--- config.mk ---
export PLATFORM = sky130hd
export DESIGN_NAME = pwr_mode_seq
export DESIGN_NICKNAME = d
export VERILOG_FILES = /design/src/rtl/pwr_mode_pkg.sv /design/src/rtl/pwr_interval_cnt.sv /design/src/rtl/pwr_mode_fsm.sv /design/src/rtl/pwr_mode_seq.sv
export SDC_FILE = /design/constraint.sdc
export NUM_CORES = 1
export LEC_CHECK = 0
export BUFFER_PORTS_ARGS = -buffer_cell sky130_fd_sc_hd__clkbuf_2
export CAP_MARGIN = 0
export CORE_ASPECT_RATIO = 1.75
export CORE_MARGIN = 2
export CORE_UTILIZATION = 53
export DETAILED_ROUTE_END_ITERATION = 12
export PLACE_DENSITY = 0.84
export SKIP_CTS_REPAIR_TIMING = 1
export SYNTH_ARGS = -nofsm -noshare
export SYNTH_HDL_FRONTEND = slang
export SYNTH_SLANG_ARGS = --single-unit
--- constraint.sdc ---
create_clock -name clk -period 2.4 [get_ports clk]
set_input_delay 0.36 -clock clk [delete_from_list [all_inputs] [get_ports clk]]
set_output_delay 0.36 -clock clk [all_outputs]
set_load 0.005 [all_outputs]
--- src/rtl/pwr_mode_pkg.sv ---
package pwr_mode_pkg;

    typedef enum logic [1:0] {
        PM_NORMAL = 2'b00,
        PM_HALT   = 2'b01,
        PM_IDLE   = 2'b10,
        PM_START  = 2'b11
    } pm_state_e;

    typedef struct packed {
        logic osc;
        logic wdt;
        logic tmr;
        logic sup;
        logic periph;
    } pm_en_t;

    localparam int REQ_HALT_BIT = 0;
    localparam int REQ_IDLE_BIT = 1;

    function automatic pm_en_t enables_for(pm_state_e s);
        pm_en_t e;
        case (s)
            PM_NORMAL: e = '{osc: 1'b1, wdt: 1'b1, tmr: 1'b1, sup: 1'b1, periph: 1'b1};
            PM_IDLE:   e = '{osc: 1'b1, wdt: 1'b1, tmr: 1'b1, sup: 1'b0, periph: 1'b0};
            PM_START:  e = '{osc: 1'b1, wdt: 1'b0, tmr: 1'b0, sup: 1'b0, periph: 1'b0};
            default:   e = '{osc: 1'b0, wdt: 1'b0, tmr: 1'b0, sup: 1'b0, periph: 1'b0};
        endcase
        return e;
    endfunction

endpackage

--- src/rtl/pwr_interval_cnt.sv ---
module pwr_interval_cnt #(
    parameter int LIMIT = 8192
) (
    input  logic clk,
    input  logic rst,
    input  logic run,
    output logic done
);
    localparam int W = (LIMIT > 1) ? $clog2(LIMIT) : 1;
    localparam logic [W-1:0] LAST = W'(LIMIT - 1);

    logic [W-1:0] cnt_q;

    assign done = run && (cnt_q == LAST);

    always_ff @(posedge clk) begin
        if (rst || !run || done) begin
            cnt_q <= '0;
        end else begin
            cnt_q <= cnt_q + 1'b1;
        end
    end

    // a run that is not yet done moves the count up by exactly one
    a_r8_count_steps: assert property (@(posedge clk) disable iff (rst)
        (run && !done) |=> (cnt_q == $past(cnt_q) + 1'b1));

endmodule

--- src/rtl/pwr_mode_fsm.sv ---
module pwr_mode_fsm
    import pwr_mode_pkg::*;
(
    input  logic      clk,
    input  logic      rst,
    input  logic      req_wr,
    input  logic      req_halt,
    input  logic      req_idle,
    input  logic      wake_i,
    input  logic      idle_done,
    input  logic      start_done,
    output pm_state_e state_q,
    output logic      exit_evt
);
    pm_state_e state_d;

    always_comb begin
        state_d  = state_q;
        exit_evt = 1'b0;
        case (state_q)
            PM_NORMAL: begin
                if (req_wr && req_halt) begin
                    state_d = PM_HALT;
                end else if (req_wr && req_idle) begin
                    state_d = PM_IDLE;
                end
            end
            PM_HALT: begin
                if (wake_i) begin
                    state_d  = PM_START;
                    exit_evt = 1'b1;
                end
            end
            PM_IDLE: begin
                if (wake_i || idle_done) begin
                    state_d  = PM_NORMAL;
                    exit_evt = 1'b1;
                end
            end
            default: begin
                if (start_done) begin
                    state_d = PM_NORMAL;
                end
            end
        endcase
    end

    always_ff @(posedge clk) begin
        if (rst) begin
            state_q <= PM_NORMAL;
        end else begin
            state_q <= state_d;
        end
    end

    a_r6_halt_holds: assert property (@(posedge clk) disable iff (rst)
        (state_q == PM_HALT && !wake_i) |=> (state_q == PM_HALT));

    a_r9_idle_wake_next: assert property (@(posedge clk) disable iff (rst)
        (state_q == PM_IDLE && wake_i) |=> (state_q == PM_NORMAL));

    a_r10_halt_priority: assert property (@(posedge clk) disable iff (rst)
        (state_q == PM_NORMAL && req_wr && req_halt) |=> (state_q == PM_HALT));

    a_r7_start_leaves_to_normal: assert property (@(posedge clk) disable iff (rst)
        (state_q == PM_START && start_done) |=> (state_q == PM_NORMAL));

endmodule

--- src/rtl/pwr_mode_seq.sv ---
module pwr_mode_seq
    import pwr_mode_pkg::*;
#(
    parameter int STARTUP_CYCLES = 32768,
    parameter int IDLE_CYCLES    = 8192
) (
    input  logic       clk,
    input  logic       rst,
    input  logic       req_wr,
    input  logic [7:0] req_wdata,
    input  logic       clr_wr,
    input  logic [7:0] clr_wdata,
    input  logic       wake_i,
    output logic       osc_en,
    output logic       wdt_en,
    output logic       tmr_en,
    output logic       sup_en,
    output logic       periph_en,
    output logic       core_stall,
    output logic       wake_flag,
    output logic [1:0] mode
);
    pm_state_e state_q;
    pm_en_t    en;
    logic      exit_evt;
    logic      idle_done;
    logic      start_done;
    logic      flag_q;
    logic      unused_hi;

    assign unused_hi = ^req_wdata[7:2];

    pwr_mode_fsm u_fsm (
        .clk        (clk),
        .rst        (rst),
        .req_wr     (req_wr),
        .req_halt   (req_wdata[REQ_HALT_BIT]),
        .req_idle   (req_wdata[REQ_IDLE_BIT]),
        .wake_i     (wake_i),
        .idle_done  (idle_done),
        .start_done (start_done),
        .state_q    (state_q),
        .exit_evt   (exit_evt)
    );

    pwr_interval_cnt #(.LIMIT(IDLE_CYCLES)) u_idle_cnt (
        .clk  (clk),
        .rst  (rst),
        .run  (state_q == PM_IDLE),
        .done (idle_done)
    );

    pwr_interval_cnt #(.LIMIT(STARTUP_CYCLES)) u_start_cnt (
        .clk  (clk),
        .rst  (rst),
        .run  (state_q == PM_START),
        .done (start_done)
    );

    always_ff @(posedge clk) begin
        if (rst) begin
            flag_q <= 1'b0;
        end else if (exit_evt) begin
            flag_q <= 1'b1;
        end else if (clr_wr && clr_wdata == 8'h00) begin
            flag_q <= 1'b0;
        end
    end

    assign en         = enables_for(state_q);
    assign osc_en     = en.osc;
    assign wdt_en     = en.wdt;
    assign tmr_en     = en.tmr;
    assign sup_en     = en.sup;
    assign periph_en  = en.periph;
    assign core_stall = (state_q != PM_NORMAL);
    assign wake_flag  = flag_q;
    assign mode       = state_q;

    a_r11_exit_sets_flag: assert property (@(posedge clk) disable iff (rst)
        exit_evt |=> wake_flag);

    a_r8_timeout_to_normal: assert property (@(posedge clk) disable iff (rst)
        idle_done |=> (mode == 2'b00 && !core_stall));

    a_r4_halt_osc_off: assert property (@(posedge clk) disable iff (rst)
        (mode == 2'b01) |-> (!osc_en && core_stall));

    a_r11_flag_only_rises_on_exit: assert property (@(posedge clk) disable iff (rst)
        $rose(wake_flag) |-> $past(exit_evt));

endmodule

## Word-level counts from Yosys, hierarchy flattened

Cells that the tools add are included.

| word-level totals | value |
|---|---|
| bits in registers | 31 |
| logic and storage cells | 44 |

| operators by class | value |
|---|---|
| add/sub/neg operators | 2 |
| eq/ne operators | 8 |
| mux-type cells | 12 |
| reduce and logical (&&, ||, !) cells | 18 |

Operators with widths:

| operator | number |
|---|---|
| 15-bit by 1-bit adder with 15-bit output, second input constant | 1 |
| 15-bit equality test, second input constant | 1 |
| 5-bit case mux with 3 select lines | 1 |
| 13-bit by 1-bit adder with 13-bit output, second input constant | 1 |
| 13-bit equality test, second input constant | 1 |
| 2-bit two-way mux | 5 |
| 8-bit zero test | 1 |
| 2-bit case mux with 3 select lines | 1 |
| 1-bit logical AND | 5 |
| 1-bit logical OR | 5 |
| 2-bit equality test, second input constant | 2 |
| 1-bit two-way mux | 4 |
| 2-bit != test, second input constant | 2 |
| 4-bit AND reduction | 1 |
| 2-bit nonzero test | 2 |
| 4-bit nonzero test | 1 |
| 3-bit by 1-bit != test with 1-bit output, second input constant | 1 |
| 2-bit by 1-bit equality test with 1-bit output, second input constant | 1 |
| 1-bit zero test | 2 |
| 2-bit zero test | 1 |
| 1-bit case mux with 2 select lines | 1 |

## Longest topological paths before layout

| logic depth | value |
|---|---|
| depth in word-level cells | 6 |
| gate-level depth with buffers | 7 |
| mapped depth without buffers | 6 |

## Hierarchy

From an unflattened synthesis, not the netlist that was laid out.

| unflattened totals | value |
|---|---|
| cells, all modules | 173 |
| area total of the unflattened synthesis | 1579.0 sq um |

Modules (own cells, without submodules):

| module | instances | cells each | area each (sq um) | seq. area each (sq um) |
|---|---|---|---|---|
| pwr_interval_cnt at u_start_cnt | 1 | 72 | 668.1 | 300.3 |
| pwr_interval_cnt at u_idle_cnt | 1 | 61 | 571.8 | 260.2 |
| pwr_mode_fsm | 1 | 26 | 231.5 | 40.0 |
| pwr_mode_seq | 1 | 14 | 107.6 | 20.0 |

## Worst setup path after synthesis

No wires, ideal clock.

| timing path | value |
|---|---|
| path kind | register -> register |
| start | register u_idle_cnt.cnt_q[2] |
| end | register u_fsm.state_q[0] |
| setup time | 86 ps |
| arrival | 1576 ps |
| data required time | 2314 ps |
| slack | 737 ps |
| cell stages (with the launch flop) | 7 |
| path buffers | 1 |
| period minus slack after synthesis | 1663 ps |
| cell sequence | dfxtp_1 and4_1 buf_4 nand4_2 a32o_1 a211o_1 a221oi_2 |

| between the ends | value |
|---|---|
| cells in the longest elaborated chain, start to end | 5 |

RTL lines:

| item | RTL line | RTL |
|---|---|---|
| from (decl) | pwr_interval_cnt.sv:12 | `logic [W-1:0] cnt_q;` |
| from (signal assigned) | pwr_interval_cnt.sv:20 | `cnt_q <= cnt_q + 1'b1;` |
| 13-bit equality test | pwr_interval_cnt.sv:14 | `assign done = run && (cnt_q == LAST);` |
| 1-bit logical AND | pwr_interval_cnt.sv:14 |  |
| 1-bit logical OR | pwr_mode_fsm.sv:35 | `if (wake_i \|\| idle_done) begin` |
| 2-bit != test (no line) | - |  |
| 4-bit AND reduction (no line) | - |  |
| to (signal assigned) | pwr_mode_fsm.sv:52 | `state_q <= state_d;` |
| to (decl) | pwr_mode_fsm.sv:12 | `output pm_state_e state_q,` |

No other way between the ends.
A chain may end at the register's enable or synchronous reset.

## Worst setup path in the final report

| timing path | value |
|---|---|
| start | register u_start_cnt.cnt_q[0] |
| end | register u_fsm.state_q[1] |

| between the ends | value |
|---|---|
| cells in the longest elaborated chain, start to end | 4 |

RTL lines:

| item | RTL line |
|---|---|
| from (decl) | pwr_interval_cnt.sv:12 |
| from (signal assigned) | pwr_interval_cnt.sv:20 |
| 15-bit equality test | pwr_interval_cnt.sv:14 |
| 1-bit logical AND | pwr_interval_cnt.sv:14 |
| 4-bit nonzero test (no line) | - |
| 4-bit AND reduction (no line) | - |

No other way between the ends.

==> summary.txt <==
CTS
  • Clk_lat worst skew: approximately 280 ps
  • CTS Root Buffer Type: clkbuf_8
  • Inserted Clock Buffers: 5
  • Sink Count: 31
  • CTS H-tree depth: 2
  • CTS tree: built
  • Clock-pin slew on the worst setup and hold paths: 60 ps
  • Clk buf depth: 2

Drt
  • Routed via count: 1234
  • WL/cell: ~14 um
  • Vias/cell: about 5.7
  • WL final: ~3000 um
  • DRC viols: 0
  • Antenna Violating Nets Remaining: 0
  • Initial DRC Count: 40
  • Drt pass-1 iters: 4

Critical path
  • Worst setup SP type: flop
  • CP endpoint kind: flop
  • Worst endpoint data arrival time: between 2000 and 2500 ps
  • Worst Path Required: around 2600 ps
  • Crit Path Class: reg2reg
  • Reg2reg setup slack: approximately 400 ps
  • Crit-path cells: ha_1, nand4_1, nor4_1, nor4_1, a211o_1, a221oi_1
  • Cell mode on critical path: nor4_1
  • Worst stage delay on the critical path: ~520 ps
  • Slowest CP cell: nor4_1
  • Worst-path fanout max: 4

Cells and area
  • Area Growth Syn to Fin: 13.0%
  • Fraction of layout cells with a size suffix above 1: roughly 16%
  • Post-layout nets: about 220
  • # diodes: 0
  • Fin util: about 62%
  • Fin area: 1650 um^2

STA
  • RSZ-0062 raised after global routing: false
  • Slew headroom: 65.8%
  • Hold Fails Final Rpt: 0
  • Sum Neg Setup Slack: 0 ps
  • Setup Viol. Count Final: 0
  • Max Slew Vio Count: 0
  • Hold Slack: around 330 ps
  • Max Fclk: roughly 500 MHz
  • Final WS setup: 403 ps
  • Worst-Margin Slew: about 510 ps
  • Clock Skew: around 5.8 ps
  • Period utilization: between 80% and 90%
  • Min Tclk post-route: 2000 ps

Synth
  • Netlist cell types: 29
  • Syn Std Cell Area: 1460 um^2
  • Syn_nets: 194
  • Syn_area_per_cell: 8.80 um^2
  • Synth Register Bits: 31
  • Seq/Total Area, Yosys: a little over two fifths
  • Yosys warnings: 0
  • Post-Synthesis Cells: 166

Global routing
  • Vias in the first global route: 1241
  • Grt ovf: 0
  • Largest net degree at the start of global routing: 16
  • GRT Total Usage: 20.6%
  • First-pass GRT wire length: between 4000 and 5000 um
  • Initial antenna violation count: 0

Run status
  • Status: finished clean

Die
  • Initial core utilization: 55.0%
  • Die height: roughly 73 um
  • Die X-Extent: between 40 and 50 um
  • Die Area: 3210 um^2
  • Core area: 2660 um^2
  • # rows: 25
  • Num ports: 30

Placed design
  • HPWL after detailed placement: approximately 2200 um
  • Area after DPL: 1580 um^2
  • Dpl ws: 462 ps
  • Port buffer count: 23
  • Gpl congestion: 0.790

Power
  • Peak VDD IR: around 0.58 mV
  • Pwr dens: approximately 740 nW/um^2
  • Leakage: between 0.6 and 0.7 nW

Run
  • Max Cap Viol: 0

Min path
  • Worst hold path class: in2reg
==> cell usage in the layout, fill, tap and decap left out <==
master and count:
a211o_1 2, a211o_2 1, a21oi_1 3, a221oi_1 1, a221oi_2 1, a32o_1 1
and3_1 4, and4_1 4, clkbuf_1 1, clkbuf_2 23, clkbuf_8 5, dfxtp_1 31
ha_1 7, inv_1 8, nand2_1 9, nand2b_1 2, nand3_1 9, nand3b_1 1
nand4_1 10, nand4_2 1, nor2_1 32, nor3_1 2, nor4_1 3, o21ai_0 4
o41ai_1 1, or2b_1 1, or3_1 2, xnor2_1 5, xor2_1 16
==> synthesized netlist by cell type <==
master / number / area [um^2]
and3_1: 4 / 25.0
ha_1: 7 / 87.6
nand3_1: 9 / 45.0
nor4_1: 3 / 18.8
nand3b_1: 1 / 7.51
dfxtp_1: 31 / 621
xnor2_1: 5 / 43.8
buf_2: 1 / 5.00
buf_4: 3 / 22.5
and4_1: 4 / 35.0
nor2_1: 32 / 120
o21ai_0: 4 / 20.0
a32o_1: 1 / 10.0
nand2b_1: 2 / 12.5
a21oi_1: 3 / 15.0
o41ai_1: 1 / 8.76
or2b_1: 1 / 7.51
a221oi_2: 1 / 15.0
or3_1: 2 / 12.5
a211o_2: 1 / 10.0
nand4_1: 10 / 62.6
nand4_2: 1 / 12.5
a221oi_1: 1 / 8.76
xor2_1: 16 / 140
nand2_1: 9 / 33.8
a211o_1: 2 / 17.5
inv_1: 8 / 30.0
clkbuf_1: 1 / 3.75
nor3_1: 2 / 10.0
==> where the power goes <==
group / switching (mW) / internal (mW)
Combinational: 0.167 / 0.132
Clock: 0.171 / 0.193
Sequential: 0.0237 / 0.536
==> logic make-up after synthesis <==
group,share of synthesized area (%)
xor gates and xnor gates,12.6
DFF,42.5
AOI/OAI and AO/OA,7.19
adders and majority gates,5.99
and+or+nand+nor,27.6
buffers and inverters,4.19
==> metal layers <==
| layer | vias to the layer above | global-route usage [%] | share of wire, % |
|---|---|---|---|
| met1 | 578 | 17.7 | 37 |
| met3 | 6 | 7.13 | 4.7 |
| li1 | 623 | - | - |
| met5 | - | 0 | 0 |
| met2 | 27 | 38.7 | 56 |
| met4 | 0 | 11.4 | 2.2 |
==> registers in the layout (all words and copies together) (netlist names) <==
name and count:
u_idle_cnt.cnt_q 13, u_start_cnt.cnt_q 15, u_fsm.state_q 2, wake_flag 1
==> path summary, 6_finish.rpt <==
path,start,end,depth (start not counted)
setup / recovery,u_start_cnt.cnt_q[0]$_SDFF_PP0_,u_fsm.state_q[1]$_SDFFE_PP0P_,6
hold / removal,rst,u_fsm.state_q[0]$_SDFFE_PP0P_,2
setup reg to reg,u_start_cnt.cnt_q[0]$_SDFF_PP0_,u_fsm.state_q[1]$_SDFFE_PP0P_,6
hold reg to reg,u_start_cnt.cnt_q[0]$_SDFF_PP0_,u_start_cnt.cnt_q[0]$_SDFF_PP0_,1
==> worst max-delay path, delay by kind of cell, from the launching register on <==
| family | cells | cell delay, ps |
|---|---|---|
| and+or+nand+nor | 3 | 760 |
| DFF | 1 | 360 |
| adders and majority gates | 1 | 240 |
| AOI/OAI and AO/OA | 2 | 530 |
==> stage by stage <==
stage,total power [mW],cells
floorplan,0.777,166
global placement,0.852,211
detailed placement,0.865,211
CTS,1.23,217
global route,1.28,217
finish,1.22,217
==> layout make-up <==
class                           instances  area, um^2
Clock buffer                            6        72.6
Tap cell                               27        33.8
Inverter                                8        30.0
Fill cell                             236        1010
Multi-Input combinational cell        122         779
Sequential cell                        31         621
Timing Repair Buffer                   23         115
No activity file was read; power rests on OpenSTA's default activity.
